[src/rtl/opil_pkg.sv]
package opil_pkg;

   // Minimum issue distance between producer and consumer, in cycles.
   // A result ready in execute reaches an execute consumer one cycle later;
   // each of "ready one stage late" and "needed one stage early" adds one.
   function automatic int req_gap(input logic late, input logic at_ii);
      int g;
      g = 1;
      if (late)  g = g + 1;
      if (at_ii) g = g + 1;
      return g;
   endfunction

endpackage

[src/rtl/opil_track.sv]
module opil_track #(
   parameter int REG_W = 5,
   parameter int AGE   = 2
) (
   input  logic                 clk,
   input  logic                 rst_n,
   input  logic                 issue,
   input  logic                 dst_v,
   input  logic [REG_W-1:0]     dst_reg,
   input  logic                 dst_late,
   output logic [AGE-1:0]       age_v,
   output logic [AGE*REG_W-1:0] age_reg,
   output logic [AGE-1:0]       age_late
);

   logic [AGE-1:0]       nxt_v;
   logic [AGE*REG_W-1:0] nxt_reg;
   logic [AGE-1:0]       nxt_late;

   // Age 1 takes the issuing micro-op (or a bubble); older ages shift.
   always_comb begin
      nxt_v[0]           = issue & dst_v;
      nxt_reg[REG_W-1:0] = dst_reg;
      nxt_late[0]        = dst_late;
      for (int a = 1; a < AGE; a++) begin
         nxt_v[a]                  = age_v[a-1];
         nxt_reg[a*REG_W +: REG_W] = age_reg[(a-1)*REG_W +: REG_W];
         nxt_late[a]               = age_late[a-1];
      end
   end

   always_ff @(posedge clk) begin
      if (!rst_n) begin
         age_v    <= '0;
         age_reg  <= '0;
         age_late <= '0;
      end else begin
         age_v    <= nxt_v;
         age_reg  <= nxt_reg;
         age_late <= nxt_late;
      end
   end

   AST_BUBBLE_WHEN_HELD: assert property (@(posedge clk) disable iff (!rst_n)
      !issue |=> !age_v[0]);

   for (genvar a = 1; a < AGE; a++) begin : g_adv
      AST_AGE_ADVANCE: assert property (@(posedge clk) disable iff (!rst_n)
         age_v[a-1] |=> (age_v[a] && age_reg[a*REG_W +: REG_W] == $past(age_reg[(a-1)*REG_W +: REG_W])));
   end

endmodule

[src/rtl/opil_opnd.sv]
module opil_opnd
   import opil_pkg::*;
#(
   parameter int REG_W = 5,
   parameter int AGE   = 2,
   parameter int FW_W  = 2
) (
   input  logic [REG_W-1:0]     src_reg,
   input  logic                 src_use,
   input  logic                 src_at_ii,
   input  logic [AGE-1:0]       age_v,
   input  logic [AGE*REG_W-1:0] age_reg,
   input  logic [AGE-1:0]       age_late,
   output logic                 hold,
   output logic [FW_W-1:0]      fwd
);

   logic [AGE-1:0] hit;
   logic [AGE-1:0] short_gap;

   for (genvar a = 0; a < AGE; a++) begin : g_cmp
      assign hit[a] = src_use && age_v[a] && (age_reg[a*REG_W +: REG_W] == src_reg);
      // Producer of age a+1 is a+1 cycles ahead; too close if below the gap.
      assign short_gap[a] = hit[a] && ((a + 1) < req_gap(age_late[a], src_at_ii));
   end

   assign hold = |short_gap;

   // Youngest matching age wins: scan oldest first, later writes override.
   always_comb begin
      fwd = '0;
      for (int a = AGE - 1; a >= 0; a--) begin
         if (hit[a]) fwd = FW_W'(a + 1);
      end
   end

endmodule

[src/rtl/opnd_interlock.sv]
module opnd_interlock #(
   parameter int NSRC              = 3,
   parameter int REG_W             = 5,
   parameter int AGE               = 2,
   parameter bit FWD_ZERO_ON_STALL = 1'b0,
   localparam int FW_W             = $clog2(AGE + 1)
) (
   input  logic                  clk,
   input  logic                  rst_n,
   input  logic                  ii_valid,
   input  logic [NSRC*REG_W-1:0] ii_src_reg,
   input  logic [NSRC-1:0]       ii_src_use,
   input  logic [NSRC-1:0]       ii_src_at_ii,
   input  logic                  ii_dst_valid,
   input  logic [REG_W-1:0]      ii_dst_reg,
   input  logic                  ii_dst_late,
   output logic                  stall,
   output logic [NSRC*FW_W-1:0]  fwd_sel
);

   if (NSRC < 1) begin : g_bad_nsrc
      $error("opnd_interlock: NSRC must be at least 1");
   end
   if (REG_W < 1) begin : g_bad_regw
      $error("opnd_interlock: REG_W must be at least 1");
   end
   // The widest gap (load result, address consumer) is three cycles, so
   // producers must be visible for at least two ages.
   if (AGE < 2) begin : g_bad_age
      $error("opnd_interlock: AGE must be at least 2");
   end

   logic [AGE-1:0]       age_v;
   logic [AGE*REG_W-1:0] age_reg;
   logic [AGE-1:0]       age_late;
   logic [NSRC-1:0]      op_hold;
   logic [NSRC*FW_W-1:0] raw_fwd;
   logic                 issue;

   assign stall = ii_valid & (|op_hold);
   assign issue = ii_valid & ~stall;

   opil_track #(
      .REG_W (REG_W),
      .AGE   (AGE)
   ) u_track (
      .clk      (clk),
      .rst_n    (rst_n),
      .issue    (issue),
      .dst_v    (ii_dst_valid),
      .dst_reg  (ii_dst_reg),
      .dst_late (ii_dst_late),
      .age_v    (age_v),
      .age_reg  (age_reg),
      .age_late (age_late)
   );

   for (genvar k = 0; k < NSRC; k++) begin : g_op
      opil_opnd #(
         .REG_W (REG_W),
         .AGE   (AGE),
         .FW_W  (FW_W)
      ) u_opnd (
         .src_reg   (ii_src_reg[k*REG_W +: REG_W]),
         .src_use   (ii_src_use[k]),
         .src_at_ii (ii_src_at_ii[k]),
         .age_v     (age_v),
         .age_reg   (age_reg),
         .age_late  (age_late),
         .hold      (op_hold[k]),
         .fwd       (raw_fwd[k*FW_W +: FW_W])
      );

      AST_UNUSED_FROM_RF: assert property (@(posedge clk) disable iff (!rst_n)
         !ii_src_use[k] |-> (fwd_sel[k*FW_W +: FW_W] == '0));

      AST_FWD_IN_RANGE: assert property (@(posedge clk) disable iff (!rst_n)
         int'(fwd_sel[k*FW_W +: FW_W]) <= AGE);
   end

   if (FWD_ZERO_ON_STALL) begin : g_fwd_gated
      assign fwd_sel = stall ? '0 : raw_fwd;
   end else begin : g_fwd_raw
      assign fwd_sel = raw_fwd;
   end

   AST_IDLE_NO_STALL: assert property (@(posedge clk) disable iff (!rst_n)
      !ii_valid |-> !stall);

   AST_STALL_HAS_PRODUCER: assert property (@(posedge clk) disable iff (!rst_n)
      stall |-> (|age_v));

   AST_FIRST_AFTER_RESET: assert property (@(posedge clk)
      !rst_n |=> !stall);

endmodule

[config.mk]
export PLATFORM = sky130hd
export DESIGN_NAME = opnd_interlock
export DESIGN_NICKNAME = d
export VERILOG_FILES = /design/src/rtl/opil_pkg.sv /design/src/rtl/opil_track.sv /design/src/rtl/opil_opnd.sv /design/src/rtl/opnd_interlock.sv
export SDC_FILE = /design/constraint.sdc
export NUM_CORES = 1
export LEC_CHECK = 0
export ABC_AREA = 0
export ABC_CLOCK_PERIOD_IN_PS = 1650
export BUFFER_PORTS_ARGS = -buffer_cell sky130_fd_sc_hd__buf_2
export CAP_MARGIN = 25
export CORE_UTILIZATION = 28
export CTS_CLUSTER_DIAMETER = 50
export DETAILED_ROUTE_END_ITERATION = 8
export GPL_TIMING_DRIVEN = 0
export MAX_ROUTING_LAYER = met4
export PLACE_DENSITY = 0.61
export RECOVER_POWER = 25
export SLEW_MARGIN = 20
export SYNTH_ARGS = -nofsm -noshare
export SYNTH_HDL_FRONTEND = slang
export SYNTH_SLANG_ARGS = --single-unit
[constraint.sdc]
create_clock -name clk -period 1.65 [get_ports clk]
set_clock_uncertainty 0.05 [all_clocks]
set_input_delay 0.33 -clock clk [delete_from_list [all_inputs] [get_ports clk]]
set_output_delay 0.33 -clock clk [all_outputs]
set_load 0.02 [all_outputs]
==> run_results.csv, run 1 <==
group,metric,value,unit
global_route,gr-total-overflow,0,
yosys,synth.most_common_cell,"xnor2_1",
setup_path,rr_worst_depth,6,
detailed_routing,drtIter0Drc,17,
worst_hold_path,min_path_cells,2,
yosys,synth_cell_types,19,
setup_path,crit_buf_inv,3,
placement,hpwlAfterDp,1.691,mm
placement,pre_cts_ws,-0.4313,ns
pwr,switchingPower,0.1861,mW
layout,drive_gt1_frac,0.5362,
setup_path,cp_top_family,"simple AND/OR/NAND/NOR gates",
worst_hold_path,hold_class,"input pin to flop",
status,status,"finished with violations",
pwr,switching_share,0.2614,
clock_tree,cts_tree,"built",
yosys,syn_nets,122,
global_route,grt_pass1_vias,816,
sta,finalSetupViolCount,7,
sta,tightest_slew,0.3172,ns
setup_path,crit_chain,"xor2_2 > nor4_2 > nand3_1 > buf_4 > buf_6 > nor2_4 > buf_6",
sta,max_freq,0.4777,GHz
sta,post-route-min-period,2.093,ns
setup_path,slowest_delay,0.37,ns
setup_path,crit_slowest_cell,"dfxtp_4",
yosys,synth_common_cells,"xnor2_1, dfxtp_1, and2_1",
clock_tree,path_clk_slew,0.07,ns
clock_tree,clk_path_buf_depth,2,
yosys,async_flop_share,0,
sta,hold_violations,0,
global_route,grt_max_degree,11,
sta,period_share,1.269,
pwr,pwr-share-comb,0.225,
floorplanning,ios,38,
layout,fin_cells,169,
sta,whs,0.2142,ns
pwr,p_int,0.5258,mW
setup_path,cp.arrival,1.71,ns
job,drv_cap,0,
clock_tree,cts_hold_buf,0,
floorplanning,die_y,56.39,um
yosys,synth-edff-count,0,
floorplanning,chipWidth,56.39,um
setup_path,crit_path_frequent_cell,"buf_6",
global_route,grt_pass1_wl,3.456,mm
sta,rsz0062_at_grt,"yes",
sta,fin_ws,-0.4433,ns
pwr,leakagePower,0.5463,nW
pwr,clock_power_share,0.248,
worst_hold_path,worstHoldStart,"ii_dst_reg[4]",
detailed_routing,drt_pass1_iterations,4,
setup_path,r2r_end,"u_track.age_v[0]",
yosys,synth_seq_cells,14,
clock_tree,cts_sinks,14,
layout,diodes,0,
status,violations,"setup timing",
detailed_routing,vias,790,
floorplanning,rows,19,
sta,maxSlewHeadroom,0.7885,
clock_tree,clock_latency,0.27,ns
yosys,synth_seq_area_share,0.3384,
clock_tree,numCtsBuffers,3,
yosys,yosys-top-cells-area,"dfxtp_1, xnor2_1, xor2_1",
setup_path,start_kind,"flop",
pwr,p_per_area,548.1,mW/mm2
pwr,ir_drop,0.5793,mV
setup_path,required,1.27,ns
setup_path,r2r_start,"u_track.age_reg[7]",
sta,drv_slew,0,
floorplanning,coreArea,0.002781,mm2
detailed_routing,routed_via_density,4.675,
clock_tree,htree_levels,1,
setup_path,path_class,"flop to output pin",
setup_path,endpoint_kind,"output pin",
setup_path,reg2reg_slack,0.18,ns
detailed_routing,wl_per_cell,12.78,um
yosys,synth_area,828.3,um2
yosys,netlist_instances,91,
yosys,yosysTopAreaCellShare,0.3384,
layout,largest_register_ffs,10,
detailed_routing,ant_nets,0,
setup_path,cp_max_fo,3,
layout,nets,171,
yosys,synth_area_per_cell,9.102,um2
layout,syn2layout_area_growth,56.80,%
global_route,grt.total_usage,0.1436,
floorplanning,start_util,0.2978,
placement,port_buffers,37,
worst_hold_path,holdPathEnd,"u_track.age_reg[4]",
global_route,antenna_found_initial,0,
yosys,yosysTopAreaCell,"dfxtp_1",
pwr,seq_power_share,0.527,
detailed_routing,drc,0,
yosys,ys.flop_type,"dfxtp_1",
placement,dp_cells,159,
clock_tree,clockRootBuffer,"clkbuf_4",
detailed_routing,postRouteWirelength,2.160,mm
floorplanning,die-area,0.003180,mm2
placement,place_congestion,0.8037,
yosys,ys_warn_count,0,
==> cells in the final DEF (no fill, tap or decap), drive strengths merged <==
cell type	n
xor2	11
o22ai	1
o31a	1
nor2	5
o2bb2ai	1
and2	13
buf	44
nor4	5
nand3	7
nand4	2
a22o	1
or2	3
clkbuf	4
dfxtp	14
xnor2	19
nand2	7
==> per-layer routing <==
layer | GRT usage | up-vias | routed length, um
met5 | - | - | 0
met4 | 0.05226 | 0 | 21
met3 | 0.01152 | 2 | 86
met2 | 0.2653 | 19 | 1184
met1 | 0.1605 | 372 | 868
li1 | - | 397 | -
==> cells by family after synthesis <==
logic type	count (synthesis)	synth area share
compound gates	4	0.03929
flops	14	0.3384
simple gates	42	0.3006
buf+inv	1	0.004527
xor+xnor	30	0.3172
==> stage by stage <==
stage / utilization / TNS [ns] / area (um2) / total power [mW]
2_1_floorplan: - / -0.1482 / 838.3 / 0.4559
3_5_place_dp: 0.3819 / -0.6765 / 1062 / 0.5213
4_1_cts: 0.4395 / -1.371 / 1222 / 0.7148
6_report: 0.4669 / -1.662 / 1299 / 0.7119
3_3_place_gp: 0.3819 / -0.6016 / 1062 / 0.5168
5_1_grt: 0.4669 / -2.211 / 1299 / 0.7527
==> cell type report <==
type | instances | area [um2]
Timing Repair Buffer | 44 | 277.8
Clock buffer | 3 | 22.52
Sequential cell | 14 | 301.5
Buffer | 1 | 3.754
Tap cell | 31 | 38.79
Multi-Input combinational cell | 76 | 654.4
Fill cell | 262 | 1483
==> what timing repair did <==
action | in CTS | in global routing
buffers inserted | 4 | 3
setup endpoints to repair | 7 | 7
resized for setup | 29 | 12
pin swaps | 16 | 11
==> worst max-delay path by stage <==
stage | cells past startpoint | end | from | slack, ns
after floorplan | 5 | stall | u_track.age_reg[1] | -0.15
after global placement | 7 | stall | ii_src_reg[4] | -0.40
after detailed placement | 7 | stall | ii_src_reg[4] | -0.43
after CTS | 6 | stall | u_track.age_reg[7] | -0.42
after global routing | 7 | fwd_sel[1] | u_track.age_reg[7] | -0.51
final | 7 | fwd_sel[1] | u_track.age_reg[7] | -0.44
==> power by group through the flow <==
stage / Sequential (mW) / Clock (mW) / Combinational (mW)
after CTS: 0.375 / 0.185 / 0.154
after floorplan: 0.376 / 0 / 0.0795
final: 0.375 / 0.177 / 0.160
after global routing: 0.378 / 0.201 / 0.173
after detailed placement: 0.383 / 0 / 0.139
after global placement: 0.381 / 0 / 0.136
(Power assumes the default switching activity.)
==> run 2: changes to the inputs <==
- CTS_BUF_LIST: not set -> sky130_fd_sc_hd__clkbuf_2
==> run_results.csv, run 2 (synthesis gave the netlist of run 1 again) <==
group,metric,value,unit
sta,hold_violations,0,
sta,rsz0062_at_grt,"yes",
worst_hold_path,worstHoldStart,"ii_dst_reg[0]",
detailed_routing,vias,776,
layout,syn2layout_area_growth,48.49,%
clock_tree,clockRootBuffer,"clkbuf_2",
global_route,antenna_found_initial,0,
floorplanning,ios,38,
setup_path,r2r_start,"u_track.age_reg[7]",
layout,nets,168,
clock_tree,clk_path_buf_depth,2,
placement,hpwlAfterDp,1.691,mm
sta,max_freq,0.4819,GHz
worst_hold_path,hold_class,"input pin to flop",
clock_tree,htree_levels,1,
detailed_routing,drtIter0Drc,20,
sta,post-route-min-period,2.075,ns
layout,largest_register_ffs,10,
floorplanning,die_y,56.39,um
sta,fin_ws,-0.4251,ns
pwr,leakagePower,0.5210,nW
global_route,grt_pass1_vias,816,
floorplanning,die-area,0.003180,mm2
setup_path,r2r_end,"u_track.age_v[0]",
layout,drive_gt1_frac,0.5037,
clock_tree,numCtsBuffers,3,
worst_hold_path,min_path_cells,2,
global_route,grt_max_degree,11,
detailed_routing,wl_per_cell,12.65,um
sta,tightest_slew,0.3140,ns
status,violations,"setup timing",
placement,place_congestion,0.8037,
layout,post-route-util,0.4422,
sta,period_share,1.258,
pwr,ir_drop,0.4824,mV
floorplanning,coreArea,0.002781,mm2
placement,port_buffers,37,
sta,drv_slew,0,
setup_path,endpoint_kind,"output pin",
pwr,power,0.6740,mW
setup_path,cp_top_family,"simple AND/OR/NAND/NOR gates",
sta,maxSlewHeadroom,0.7907,
clock_tree,cts_tree,"built",
clock_tree,clock_latency,0.26,ns
detailed_routing,drt_pass1_iterations,4,
detailed_routing,postRouteWirelength,2.100,mm
setup_path,required,1.27,ns
setup_path,rr_worst_depth,6,
floorplanning,start_util,0.2978,
setup_path,crit_slowest_cell,"dfxtp_4",
setup_path,startpoint,"u_track.age_reg[9]",
detailed_routing,drc,0,
setup_path,crit_chain,"xor2_1 > nor4_1 > nand3_1 > o2bb2ai_2 > o31a_1 > buf_4",
global_route,grt.total_usage,0.1436,
status,status,"finished with violations",
floorplanning,chipWidth,56.39,um
worst_hold_path,holdPathEnd,"u_track.age_reg[0]",
job,drv_cap,0,
setup_path,cp_max_fo,3,
sta,finalSetupViolCount,6,
layout,final.fill_count,275,
detailed_routing,routed_via_density,4.675,
setup_path,path_class,"flop to output pin",
clock_tree,cts_hold_buf,0,
setup_path,cp.arrival,1.70,ns
floorplanning,rows,19,
setup_path,reg2reg_slack,0.20,ns
clock_tree,path_clk_slew,0.11,ns
layout,final_common_cell,"buf_2",
setup_path,slowest_delay,0.38,ns
clock_tree,cts_sinks,14,
global_route,grt_pass1_wl,3.456,mm
setup_path,crit_buf_inv,1,
layout,layout_common_cells,"buf_2, xnor2_1, and2_1",
setup_path,start_kind,"flop",
global_route,gr-total-overflow,0,
pwr,p_per_area,548.0,mW/mm2
detailed_routing,ant_nets,0,
layout,diodes,0,
==> run 2: changes by cell type in the layout (fill, tap and decap cells not counted) <==
| cell | previous run | this run |
|---|---|---|
| nor2_2 | 1 | 2 |
| xnor2_1 | 12 | 13 |
| clkbuf_4 | 3 | 0 |
| xnor2_2 | 7 | 6 |
| xor2_2 | 2 | 1 |
| nor2_1 | 2 | 3 |
| buf_6 | 6 | 3 |
| nor2_4 | 2 | 0 |
| clkbuf_2 | 0 | 3 |
| xor2_1 | 9 | 10 |
==> run 2: final cells by class <==
cell class / instances / area (um2) / area share
Buffer: 1 / 3.754 / 0.003052
Clock buffer: 3 / 15.01 / 0.01221
Multi-Input combinational cell: 76 / 626.9 / 0.5097
Sequential cell: 14 / 301.5 / 0.2452
Tap cell: 31 / 38.79 / 0.03154
Timing Repair Buffer: 41 / 244.0 / 0.1984
==> run 2: how the worst max path moves through the flow <==
stage                     endpoint  cells past startpoint  slack (ns)
after floorplan              stall                      5       -0.15
final                        stall                      6       -0.43
after global placement       stall                      7       -0.40
after global routing         stall                      6       -0.52
after detailed placement     stall                      7       -0.43
after CTS                    stall                      6       -0.43
==> run 2: power by group <==
group,switching [mW],internal (mW)
Combinational,0.0675,0.0886
Clock,0.0936,0.0496
Sequential,0.0242,0.350
==> run 2: what timing repair did <==
item / CTS / global route
setup endpoints to repair: 7 / 7
gates resized for setup: 29 / 4
pin swaps: 16 / 4
buffers inserted: 4 / 0
==> run 2: per-stage QoR <==
step / hold WS (ns) / cells / setup TNS (ns) / cell area, um2 / worst slack, ns
after floorplan: 0.4013 / 91 / -0.1482 / 838.3 / -0.1482
after global placement: 0.4380 / 159 / -0.6016 / 1062 / -0.3994
after detailed placement: 0.4521 / 159 / -0.6765 / 1062 / -0.4313
after CTS: 0.2030 / 166 / -1.434 / 1215 / -0.4308
after global routing: 0.1954 / 166 / -2.126 / 1230 / -0.5219
final: 0.2160 / 166 / -1.445 / 1230 / -0.4251
==> run 2: routing by layer <==
layer  GRT usage  up-vias  wire length [um]
li1            -      391                 -
met5           -        -                 0
met2      0.2653       18              1132
met3     0.01152        2                69
met4     0.05226        0                22
met1      0.1605      365               876
==> run 3: changes to the inputs <==
- ABC_CLOCK_PERIOD_IN_PS: 1650 -> 1800
- PLACE_DENSITY: 0.61 -> 0.63
- clock period: 1.65 -> 1.8 ns (I/O delays scaled with it)
==> run_results.csv, run 3 (synthesis gave the netlist of run 1 again) <==
group,metric,value,unit
status,status,"finished with violations",
status,violations,"setup timing",
setup_path,path_class,"flop to output pin",
clock_tree,cts_sinks,14,
detailed_routing,wl_per_cell,12.93,um
sta,post-route-min-period,2.206,ns
sta,maxSlewHeadroom,0.7727,
floorplanning,ios,38,
sta,fin_ws,-0.4060,ns
global_route,grt_max_degree,11,
pwr,p_per_area,504.7,mW/mm2
sta,finalSetupViolCount,6,
sta,rsz0062_at_grt,"yes",
setup_path,crit_slowest_cell,"dfxtp_4",
clock_tree,clockRootBuffer,"clkbuf_2",
pwr,leakagePower,0.5196,nW
pwr,ir_drop,0.3537,mV
sta,whs,0.2308,ns
placement,port_buffers,37,
setup_path,slowest_delay,0.39,ns
sta,drv_slew,0,
layout,drive_gt1_frac,0.5000,
global_route,gr-total-overflow,0,
clock_tree,path_clk_slew,0.12,ns
setup_path,cp_max_fo,3,
global_route,grt_pass1_vias,790,
placement,hpwlAfterDp,1.719,mm
pwr,power,0.6245,mW
floorplanning,chipWidth,56.39,um
placement,place_congestion,0.7526,
worst_hold_path,hold_class,"input pin to flop",
detailed_routing,ant_nets,0,
floorplanning,die_y,56.39,um
sta,max_freq,0.4533,GHz
job,drv_cap,0,
layout,final_common_cell,"buf_2",
setup_path,crit_chain,"xor2_2 > nor4_2 > nand3_1 > o22ai_2 > o31a_1 > buf_4",
clock_tree,htree_levels,1,
floorplanning,start_util,0.2978,
detailed_routing,drt_pass1_iterations,3,
detailed_routing,postRouteWirelength,2.159,mm
floorplanning,rows,19,
sta,hold_violations,0,
clock_tree,cts_tree,"built",
floorplanning,die-area,0.003180,mm2
global_route,antenna_found_initial,0,
setup_path,endpoint_kind,"output pin",
setup_path,required,1.39,ns
clock_tree,numCtsBuffers,3,
clock_tree,clock_latency,0.28,ns
setup_path,cp.arrival,1.80,ns
layout,diodes,0,
detailed_routing,drtIter0Drc,12,
sta,period_share,1.226,
sta,tightest_slew,0.3410,ns
floorplanning,coreArea,0.002781,mm2
detailed_routing,routed_via_density,4.617,
layout,syn2layout_area_growth,49.40,%
setup_path,start_kind,"flop",
layout,largest_register_ffs,10,
sta,fin_tns_setup,-1.436,ns
layout,layout_common_cells,"buf_2, xnor2_1, and2_1",
layout,nets,169,
clock_tree,clk_path_buf_depth,2,
detailed_routing,vias,771,
global_route,grt.total_usage,0.1514,
detailed_routing,drc,0,
global_route,grt_pass1_wl,3.553,mm
[run 3: cell count changes in the layout (fill, tap and decap cells not counted), sizes merged]
cell | previous run | this run
buf | 41 | 42
[run 3: repair_timing]
| action | in CTS | in global routing |
|---|---|---|
| buffers inserted | 3 | 2 |
| endpoints found under the setup margin | 6 | 7 |
| pin swaps | 13 | 12 |
| hold buffers | 0 | 0 |
| resized for setup | 25 | 7 |
[run 3: final timing paths]
path / from / endpoint / slack (ns) / cells after the start
max reg2reg: u_track.age_reg[7] / u_track.age_v[0] / 0.23 / 6
min reg2reg: u_track.age_late[0] / u_track.age_late[1] / 0.46 / 1
max: u_track.age_reg[7] / stall / -0.41 / 6
min: ii_dst_reg[4] / u_track.age_reg[4] / 0.23 / 2
[run 3: metal layers]
metal,share of wire,vias up,GRT usage
met5,0,-,-
met4,0.018,0,0.06272
met3,0.035,5,0.02765
met2,0.51,21,0.2585
met1,0.44,355,0.1742
li1,-,390,-
[run 3: area by class of cell]
cell class	instances	area, um2
multi-input cells	76	629.4
fillers	278	1544
plain buffers	1	3.754
repair buffers	42	255.2
well taps	31	38.79
clock buffers	3	15.01
flip-flops and latches	14	295.3
[run 3: stage by stage]
step	utilization	cell area [um2]	worst slack, ns	instances
finish	0.4449	1237	-0.4060	167
global route	0.4449	1237	-0.4786	167
CTS	0.4318	1201	-0.3571	165
detailed placement	0.3864	1075	-0.3689	159
global placement	0.3864	1075	-0.2883	159
floorplan	-	850.8	-0.02957	91
[run 3: power breakdown]
| group | internal (mW) | switching, mW |
|---|---|---|
| registers | 0.323 | 0.0212 |
| logic | 0.0795 | 0.0621 |
| clock network | 0.0454 | 0.0936 |
| total | 0.448 | 0.177 |
[run 3: worst max-delay path, delay by kind of cell (launching register included)]
| kind | cells | cell delay (ns) |
|---|---|---|
| simple gates | 2 | 0.52 |
| flops | 1 | 0.39 |
| compound gates | 2 | 0.33 |
| xor+xnor | 1 | 0.15 |
| buf+inv | 1 | 0.13 |
